### src/rtl/tmr_burst_pkg.sv
`timescale 1ns/1ps
package tmr_burst_pkg;
  localparam int BASE_W  = 8;   // base field, bits 7:0
  localparam int LEN_W   = 5;   // count-minus-one field, bits 12:8
  localparam int CWORD_W = BASE_W + LEN_W;  // writable control bits
  localparam int TGT_W   = BASE_W + 1;      // base plus index without overflow

  typedef enum logic [1:0] {
    RD_ZERO = 2'd0,
    RD_FILE = 2'd1,
    RD_CTRL = 2'd2,
    RD_ENA  = 2'd3
  } rdSel_e;

  typedef struct packed {
    logic             fileWr;
    logic [TGT_W-1:0] fileRow;
    rdSel_e           rdSel;
    logic             rdLoad;
  } strobe_t;
endpackage

### src/rtl/tmr_burst_ctrl.sv
`timescale 1ns/1ps
module tmr_burst_ctrl
  import tmr_burst_pkg::*;
#(
  parameter int ADDR_W = 6,
  parameter int NREGS  = 8,
  parameter int NREQ   = 4
) (
  input  logic                clk,
  input  logic                rstN,
  input  logic                busValid,
  input  logic                busWrite,
  input  logic [ADDR_W-1:0]   busAddr,
  input  logic [CWORD_W-1:0]  ctrlWdata,
  input  logic [NREQ-1:0]     evtIn,
  input  logic [NREQ-1:0]     reqAck,
  output strobe_t             stb,
  output logic [BASE_W-1:0]   baseCur,
  output logic [LEN_W-1:0]    lenCur,
  output logic [LEN_W-1:0]    idxCur,
  output logic [NREQ-1:0]     enaCur,
  output logic [NREQ-1:0]     dmaReq
);
  localparam logic [ADDR_W-1:0] FILE_END = ADDR_W'(NREGS);
  localparam logic [ADDR_W-1:0] CTRL_A   = ADDR_W'(NREGS);
  localparam logic [ADDR_W-1:0] ENA_A    = ADDR_W'(NREGS + 1);
  localparam logic [ADDR_W-1:0] WIN_A    = ADDR_W'(NREGS + 2);
  localparam logic [TGT_W-1:0]  ROW_END  = TGT_W'(NREGS);

  logic [BASE_W-1:0] baseQ;
  logic [LEN_W-1:0]  lenQ, idxQ;
  logic [NREQ-1:0]   enaQ, reqQ, setVec, reqD;
  logic              hitFile, hitCtrl, hitEna, hitWin, winInRange;
  logic [TGT_W-1:0]  winTgt;

  assign hitFile    = busValid && (busAddr < FILE_END);
  assign hitCtrl    = busValid && (busAddr == CTRL_A);
  assign hitEna     = busValid && (busAddr == ENA_A);
  assign hitWin     = busValid && (busAddr == WIN_A);
  assign winTgt     = TGT_W'(baseQ) + TGT_W'(idxQ);
  assign winInRange = winTgt < ROW_END;

  always_comb begin
    stb         = '0;
    stb.rdSel   = RD_ZERO;
    stb.rdLoad  = busValid && !busWrite;
    if (hitFile) begin
      stb.fileRow = TGT_W'(busAddr);
      stb.fileWr  = busWrite;
      stb.rdSel   = RD_FILE;
    end else if (hitCtrl) begin
      stb.rdSel   = RD_CTRL;
    end else if (hitEna) begin
      stb.rdSel   = RD_ENA;
    end else if (hitWin) begin
      stb.fileRow = winTgt;
      if (winInRange) begin
        stb.fileWr = busWrite;
        stb.rdSel  = RD_FILE;
      end
    end
  end

  always_ff @(posedge clk or negedge rstN) begin
    if (!rstN) begin
      baseQ <= '0;
      lenQ  <= '0;
      idxQ  <= '0;
      enaQ  <= '0;
    end else begin
      if (hitCtrl && busWrite) begin
        baseQ <= ctrlWdata[BASE_W-1:0];
        lenQ  <= ctrlWdata[CWORD_W-1:BASE_W];
        idxQ  <= '0;
      end else if (hitWin) begin
        idxQ  <= (idxQ == lenQ) ? '0 : idxQ + LEN_W'(1);
      end
      if (hitEna && busWrite) enaQ <= ctrlWdata[NREQ-1:0];
    end
  end

  // request raise on window access or enabled event; acknowledge wins
  assign setVec = (hitWin ? enaQ : '0) | (evtIn & enaQ);
  assign reqD   = (reqQ & ~reqAck) | (setVec & ~(reqQ & reqAck));

  always_ff @(posedge clk or negedge rstN) begin
    if (!rstN) reqQ <= '0;
    else       reqQ <= reqD;
  end

  assign baseCur = baseQ;
  assign lenCur  = lenQ;
  assign idxCur  = idxQ;
  assign enaCur  = enaQ;
  assign dmaReq  = reqQ;
endmodule

### src/rtl/tmr_burst_datapath.sv
`timescale 1ns/1ps
module tmr_burst_datapath
  import tmr_burst_pkg::*;
#(
  parameter int NREGS = 8,
  parameter int NREQ  = 4
) (
  input  logic              clk,
  input  logic              rstN,
  input  strobe_t           stb,
  input  logic [31:0]       busWdata,
  input  logic [BASE_W-1:0] baseCur,
  input  logic [LEN_W-1:0]  lenCur,
  input  logic [LEN_W-1:0]  idxCur,
  input  logic [NREQ-1:0]   enaCur,
  output logic [31:0]       busRdata
);
  localparam int PAD_W = 32 - (16 + LEN_W);

  logic [31:0] rowQ [NREGS];
  logic [31:0] fileData, ctrlView, enaView, rdataQ;

  for (genvar r = 0; r < NREGS; r++) begin : g_row
    always_ff @(posedge clk or negedge rstN) begin
      if (!rstN)
        rowQ[r] <= '0;
      else if (stb.fileWr && (stb.fileRow == TGT_W'(r)))
        rowQ[r] <= busWdata;
    end
  end

  always_comb begin
    fileData = '0;
    for (int r = 0; r < NREGS; r++)
      if (stb.fileRow == TGT_W'(r)) fileData = rowQ[r];
  end

  assign ctrlView = {{PAD_W{1'b0}}, idxCur, 3'b000, lenCur, baseCur};
  assign enaView  = 32'(enaCur);

  always_ff @(posedge clk or negedge rstN) begin
    if (!rstN) rdataQ <= '0;
    else if (stb.rdLoad) begin
      unique case (stb.rdSel)
        RD_FILE: rdataQ <= fileData;
        RD_CTRL: rdataQ <= ctrlView;
        RD_ENA:  rdataQ <= enaView;
        default: rdataQ <= '0;
      endcase
    end
  end

  assign busRdata = rdataQ;
endmodule

### src/rtl/tmr_burst_window.sv
`timescale 1ns/1ps
module tmr_burst_window
  import tmr_burst_pkg::*;
#(
  parameter int ADDR_W = 6,
  parameter int NREGS  = 8,
  parameter int NREQ   = 4
) (
  input  logic              clk,
  input  logic              rstN,
  input  logic              busValid,
  input  logic              busWrite,
  input  logic [ADDR_W-1:0] busAddr,
  input  logic [31:0]       busWdata,
  output logic [31:0]       busRdata,
  input  logic [NREQ-1:0]   evtIn,
  input  logic [NREQ-1:0]   reqAck,
  output logic [NREQ-1:0]   dmaReq
);
  strobe_t           stb;
  logic [BASE_W-1:0] baseCur;
  logic [LEN_W-1:0]  lenCur, idxCur;
  logic [NREQ-1:0]   enaCur;

  tmr_burst_ctrl #(.ADDR_W(ADDR_W), .NREGS(NREGS), .NREQ(NREQ)) u_ctrl (
    .clk(clk), .rstN(rstN), .busValid(busValid), .busWrite(busWrite),
    .busAddr(busAddr), .ctrlWdata(busWdata[CWORD_W-1:0]), .evtIn(evtIn),
    .reqAck(reqAck), .stb(stb), .baseCur(baseCur), .lenCur(lenCur),
    .idxCur(idxCur), .enaCur(enaCur), .dmaReq(dmaReq)
  );

  tmr_burst_datapath #(.NREGS(NREGS), .NREQ(NREQ)) u_dp (
    .clk(clk), .rstN(rstN), .stb(stb), .busWdata(busWdata),
    .baseCur(baseCur), .lenCur(lenCur), .idxCur(idxCur), .enaCur(enaCur),
    .busRdata(busRdata)
  );
endmodule

### config.mk
export PLATFORM = sky130hd
export DESIGN_NAME = tmr_burst_window
export DESIGN_NICKNAME = d
export VERILOG_FILES = /design/src/rtl/tmr_burst_pkg.sv /design/src/rtl/tmr_burst_ctrl.sv /design/src/rtl/tmr_burst_datapath.sv /design/src/rtl/tmr_burst_window.sv
export SDC_FILE = /design/constraint.sdc
export NUM_CORES = 1
export LEC_CHECK = 0
export BUFFER_PORTS_ARGS = -buffer_cell sky130_fd_sc_hd__buf_2
export CORE_ASPECT_RATIO = 0.75
export CORE_MARGIN = 2
export CORE_UTILIZATION = 35
export DETAILED_ROUTE_END_ITERATION = 6
export PLACE_DENSITY = 0.55
export SKIP_LAST_GASP = 1
export SLEW_MARGIN = 10
export SYNTH_ARGS = -nofsm -noshare
export SYNTH_HDL_FRONTEND = slang
export SYNTH_SLANG_ARGS = --single-unit
### constraint.sdc
create_clock -name clk -period 3.6 [get_ports clk]
set_clock_uncertainty 0.1 [all_clocks]
set_input_delay 0.36 -clock clk [delete_from_list [all_inputs] [get_ports clk]]
set_output_delay 0.36 -clock clk [all_outputs]
set_load 0.05 [all_outputs]
==> out/metrics.csv <==
stage,metric,value,unit
placed_design,global placement routability congestion,0.802,
die,Placeable Area,40700,um2
drt,violation count after the first detailed-route iteration,782,
sta,fin crit share,94.1,%
power,Worst VDD drop,0.000229,V
worst_setup_path,WP buf/inv,3,
clock_tree,clock slew at reported path FFs,0.06,ns
drt,DRC violations left,0,
clock_tree,CTS tree,done,
sta,Final setup viols,0,
die,# rows,64,
drt,post-DR wirelength/cell,20.9,um
yosys,Syn Nets,1249,
clock_tree,Root Driver,clkbuf_16,
drt,DRT antenna net count,0,
yosys,"Seq/Total Area, Yosys",54.7,%
die,Starting Density,35.3,%
placed_design,Detail Placement HPWL,24700,um
die,Top Ports,86,
worst_setup_path,Crit path required time,3.87,ns
placed_design,Inst Count DP,1775,
worst_setup_path,"delay-heaviest family, CP",compound AO/OA/AOI/OAI gates,
global_route,initial antenna violation count,0,
final_layout,design area,16900,um2
clock_tree,setup bufs post-CTS,0,
hold_path,Hold Path Class,in -> reg,
flow_run,max-cap viol count,0,
yosys,Post-Synthesis Cells,1192,
sta,Least-Margin Pin Slew,0.836,ns
yosys,Synth Area per Inst,12.1,um2
die,Die ar.,42700,um2
worst_setup_path,R2R Setup Slk,0.21,ns
drt,drt first pass iters,5,
yosys,Synth Flop Type,dfrtp_1,
yosys,Netlist cell types,64,
worst_setup_path,Crit Path Category,reg -> reg,
worst_setup_path,startpoint class of the critical path,register,
worst_setup_path,CP max stage delay,0.39,ns
power,Cell Pwr Density,481,nW/um2
worst_setup_path,critical path's slowest cell,fa_1,
final_layout,Nets,1345,
sta,relative slew slack,44.1,%
clock_tree,number of H-tree levels,2,
final_layout,final design utilization,41.6,%
placed_design,Port Buf Inserts,85,
final_layout,P&R area growth vs syn,17.6,%
sta,Highest Clock Rate,295,MHz
sta,RSZ-0062 raised after global routing,false,
drt,DR vias,10100,
outcome,status,completed,
sta,fin crit period,3.39,ns
yosys,Ys Warns,0,
sta,fin. max-slew vios,0,
clock_tree,Clock Latency Late Sink,0.52,ns
clock_tree,maximum buffer depth of the clock tree,3,
drt,Vias per Instance,5.49,
clock_tree,CTS Sinks,314,
die,DIE WIDTH,238,um
worst_setup_path,cell breakdown of the critical path,ha_1 -> inv_1 -> fa_1 -> nand2b_2 -> o2bb2ai_1 -> o32a_1 -> o21a_1 -> a41oi_2 -> buf_4 -> nor3_2 -> buf_4 -> a222oi_1 -> o21ai_0,
yosys,"EDFF count, synth",0,
yosys,Synth async-reset ratio,100,%
global_route,global-route wire length before repair,60500,um
power,Pwr Total,0.00813,W
worst_setup_path,crit path DAT,3.66,ns
placed_design,Area after DPL,15700,um2
worst_setup_path,Setup crit end kind,register,
drt,final WL,38400,um
global_route,GRT Overall Usage,18.0,%
power,Lkg Pwr,8.23,nW
worst_setup_path,Worst Path Max Fanout,14,
final_layout,fraction of layout cells with a size suffix above 1,31.0,%
global_route,GRT overflow,0,
worst_setup_path,Worst path most repeated cell,buf_4,
clock_tree,CTS Buf Count,34,
sta,Final Hold Fails,0,
global_route,vias in the first global route,10100,
final_layout,"non-filler cells, final",1838,
yosys,"Cell Area, Synth",14400,um2
global_route,largest net degree at the start of global routing,96,
yosys,number of synthesized register bits,314,
die,height of the die,180,um
-- what timing repair did --
item                                    in CTS  in global routing
hold endpoints to repair                    89                  0
pin swaps                                    0                  1
hold buffers                                 5                  0
resized for setup                            1                  9
endpoints found under the setup margin     242                263
-- area by class of cell --
type                    instances  area (um2)
inverters                      10        37.5
flip-flops and latches        314        7860
fillers                      3878       23800
diodes                          1        2.50
clock buffers                  50        1000
multi-input cells             785        6190
clock inverters                 7        95.1
well taps                     528         661
repair buffers                143        1060
-- worst min-delay path, cell delays in order --
cell and delay [ns]:
buf_2 0.08, o21ai_0 0.07, mux2i_1 0.11
-- stage by stage --
step                      setup WS [ns]  setup TNS, ns  hold slack (ns)
after floorplan                   0.224              0          -0.0356
after global placement          -0.0473          -1.37            0.311
after detailed placement        -0.0892          -6.80            0.325
after CTS                         0.141              0           0.0338
after global routing            0.00474              0           0.0513
final                             0.211              0           0.0470
-- synthesized netlist by cell type (all sizes together), types with 14 or more instances --
library cell / n / area, um2
dfrtp: 314 / 7860
mux2: 273 / 3070
nand2: 169 / 639
a21oi: 68 / 340
buf: 56 / 275
nor2: 33 / 129
o21ai: 31 / 155
o221ai: 30 / 263
clkbuf: 27 / 103
o32ai: 18 / 158
a211oi: 16 / 120
a222oi: 15 / 150
a211o: 14 / 123
a22oi: 14 / 105
-- report_power, final --
part	internal [W]	switching [W]	total [W]	leakage, nW
logic	0.000357	0.000481	0.000838	3.38
clock network	0.00207	0.00142	0.00350	0.536
registers	0.00370	0.0000984	0.00380	4.31
total	0.00613	0.00200	0.00813	8.23
-- worst paths after layout --
check	endpoint	cells past startpoint	start
min	u_ctrl.dmaReq[2]	3	evtIn[2]
min reg2reg	u_ctrl.dmaReq[3]	1	u_ctrl.dmaReq[3]
max in group asynchronous	u_dp.rowQ[95]	3	rstN
max	u_dp.busRdata[14]	13	u_ctrl.baseCur[0]
min in group asynchronous	u_dp.rowQ[58]	2	rstN
max reg2reg	u_dp.busRdata[14]	13	u_ctrl.baseCur[0]
-- per-layer routing --
layer / GRT usage, % / routed length (um) / vias to the layer above
li1: - / - / 4557
met1: 26.5 / 18700 / 5247
met2: 27.7 / 17200 / 237
met3: 3.19 / 1870 / 44
met4: 3.95 / 562 / 0
met5: 0 / 0 / -
-- state kept, by name, summed over array words and instances (netlist names) --
name and count:
u_dp.rowQ 256, u_ctrl.dmaReq 4, u_ctrl.baseCur 8, u_ctrl.enaCur 4
u_dp.busRdata 32, u_ctrl.lenCur 5, u_ctrl.idxCur 5
-- cell usage in the layout, fill, tap and decap left out, types with 6 or more instances in the layout --
cell type and n:
a211o_1 14, a211oi_1 16, a21oi_1 68, a222oi_1 15, a22oi_1 14, buf_12 14, buf_2 84, buf_4 39
clkbuf_1 8, clkbuf_16 35, clkbuf_8 7, dfrtp_1 314, ha_1 6, inv_1 8, mux2_1 86, mux2_2 187
mux2i_1 12, nand2_1 167, nor2_1 30, nor3_1 6, o211ai_1 7, o21ai_0 17, o21ai_1 13, o221ai_1 28
o22ai_1 6, o32ai_1 18
-- cell families (layout without fill, tap and decap cells) --
logic type                 after synthesis  count (layout)  synth area share (%)
DFF                                    314             314                  54.7
muxes                                  285             285                  22.2
and+or+nand+nor                        249             249                  7.55
AOI/OAI and AO/OA                      238             238                  11.7
buffers and inverters                   93             210                  2.89
adders and majority gates                7               7                 0.661
xor gates and xnor gates                 6               6                 0.366
other                                    0               1                     0
No activity file was read; power rests on OpenSTA's default activity.
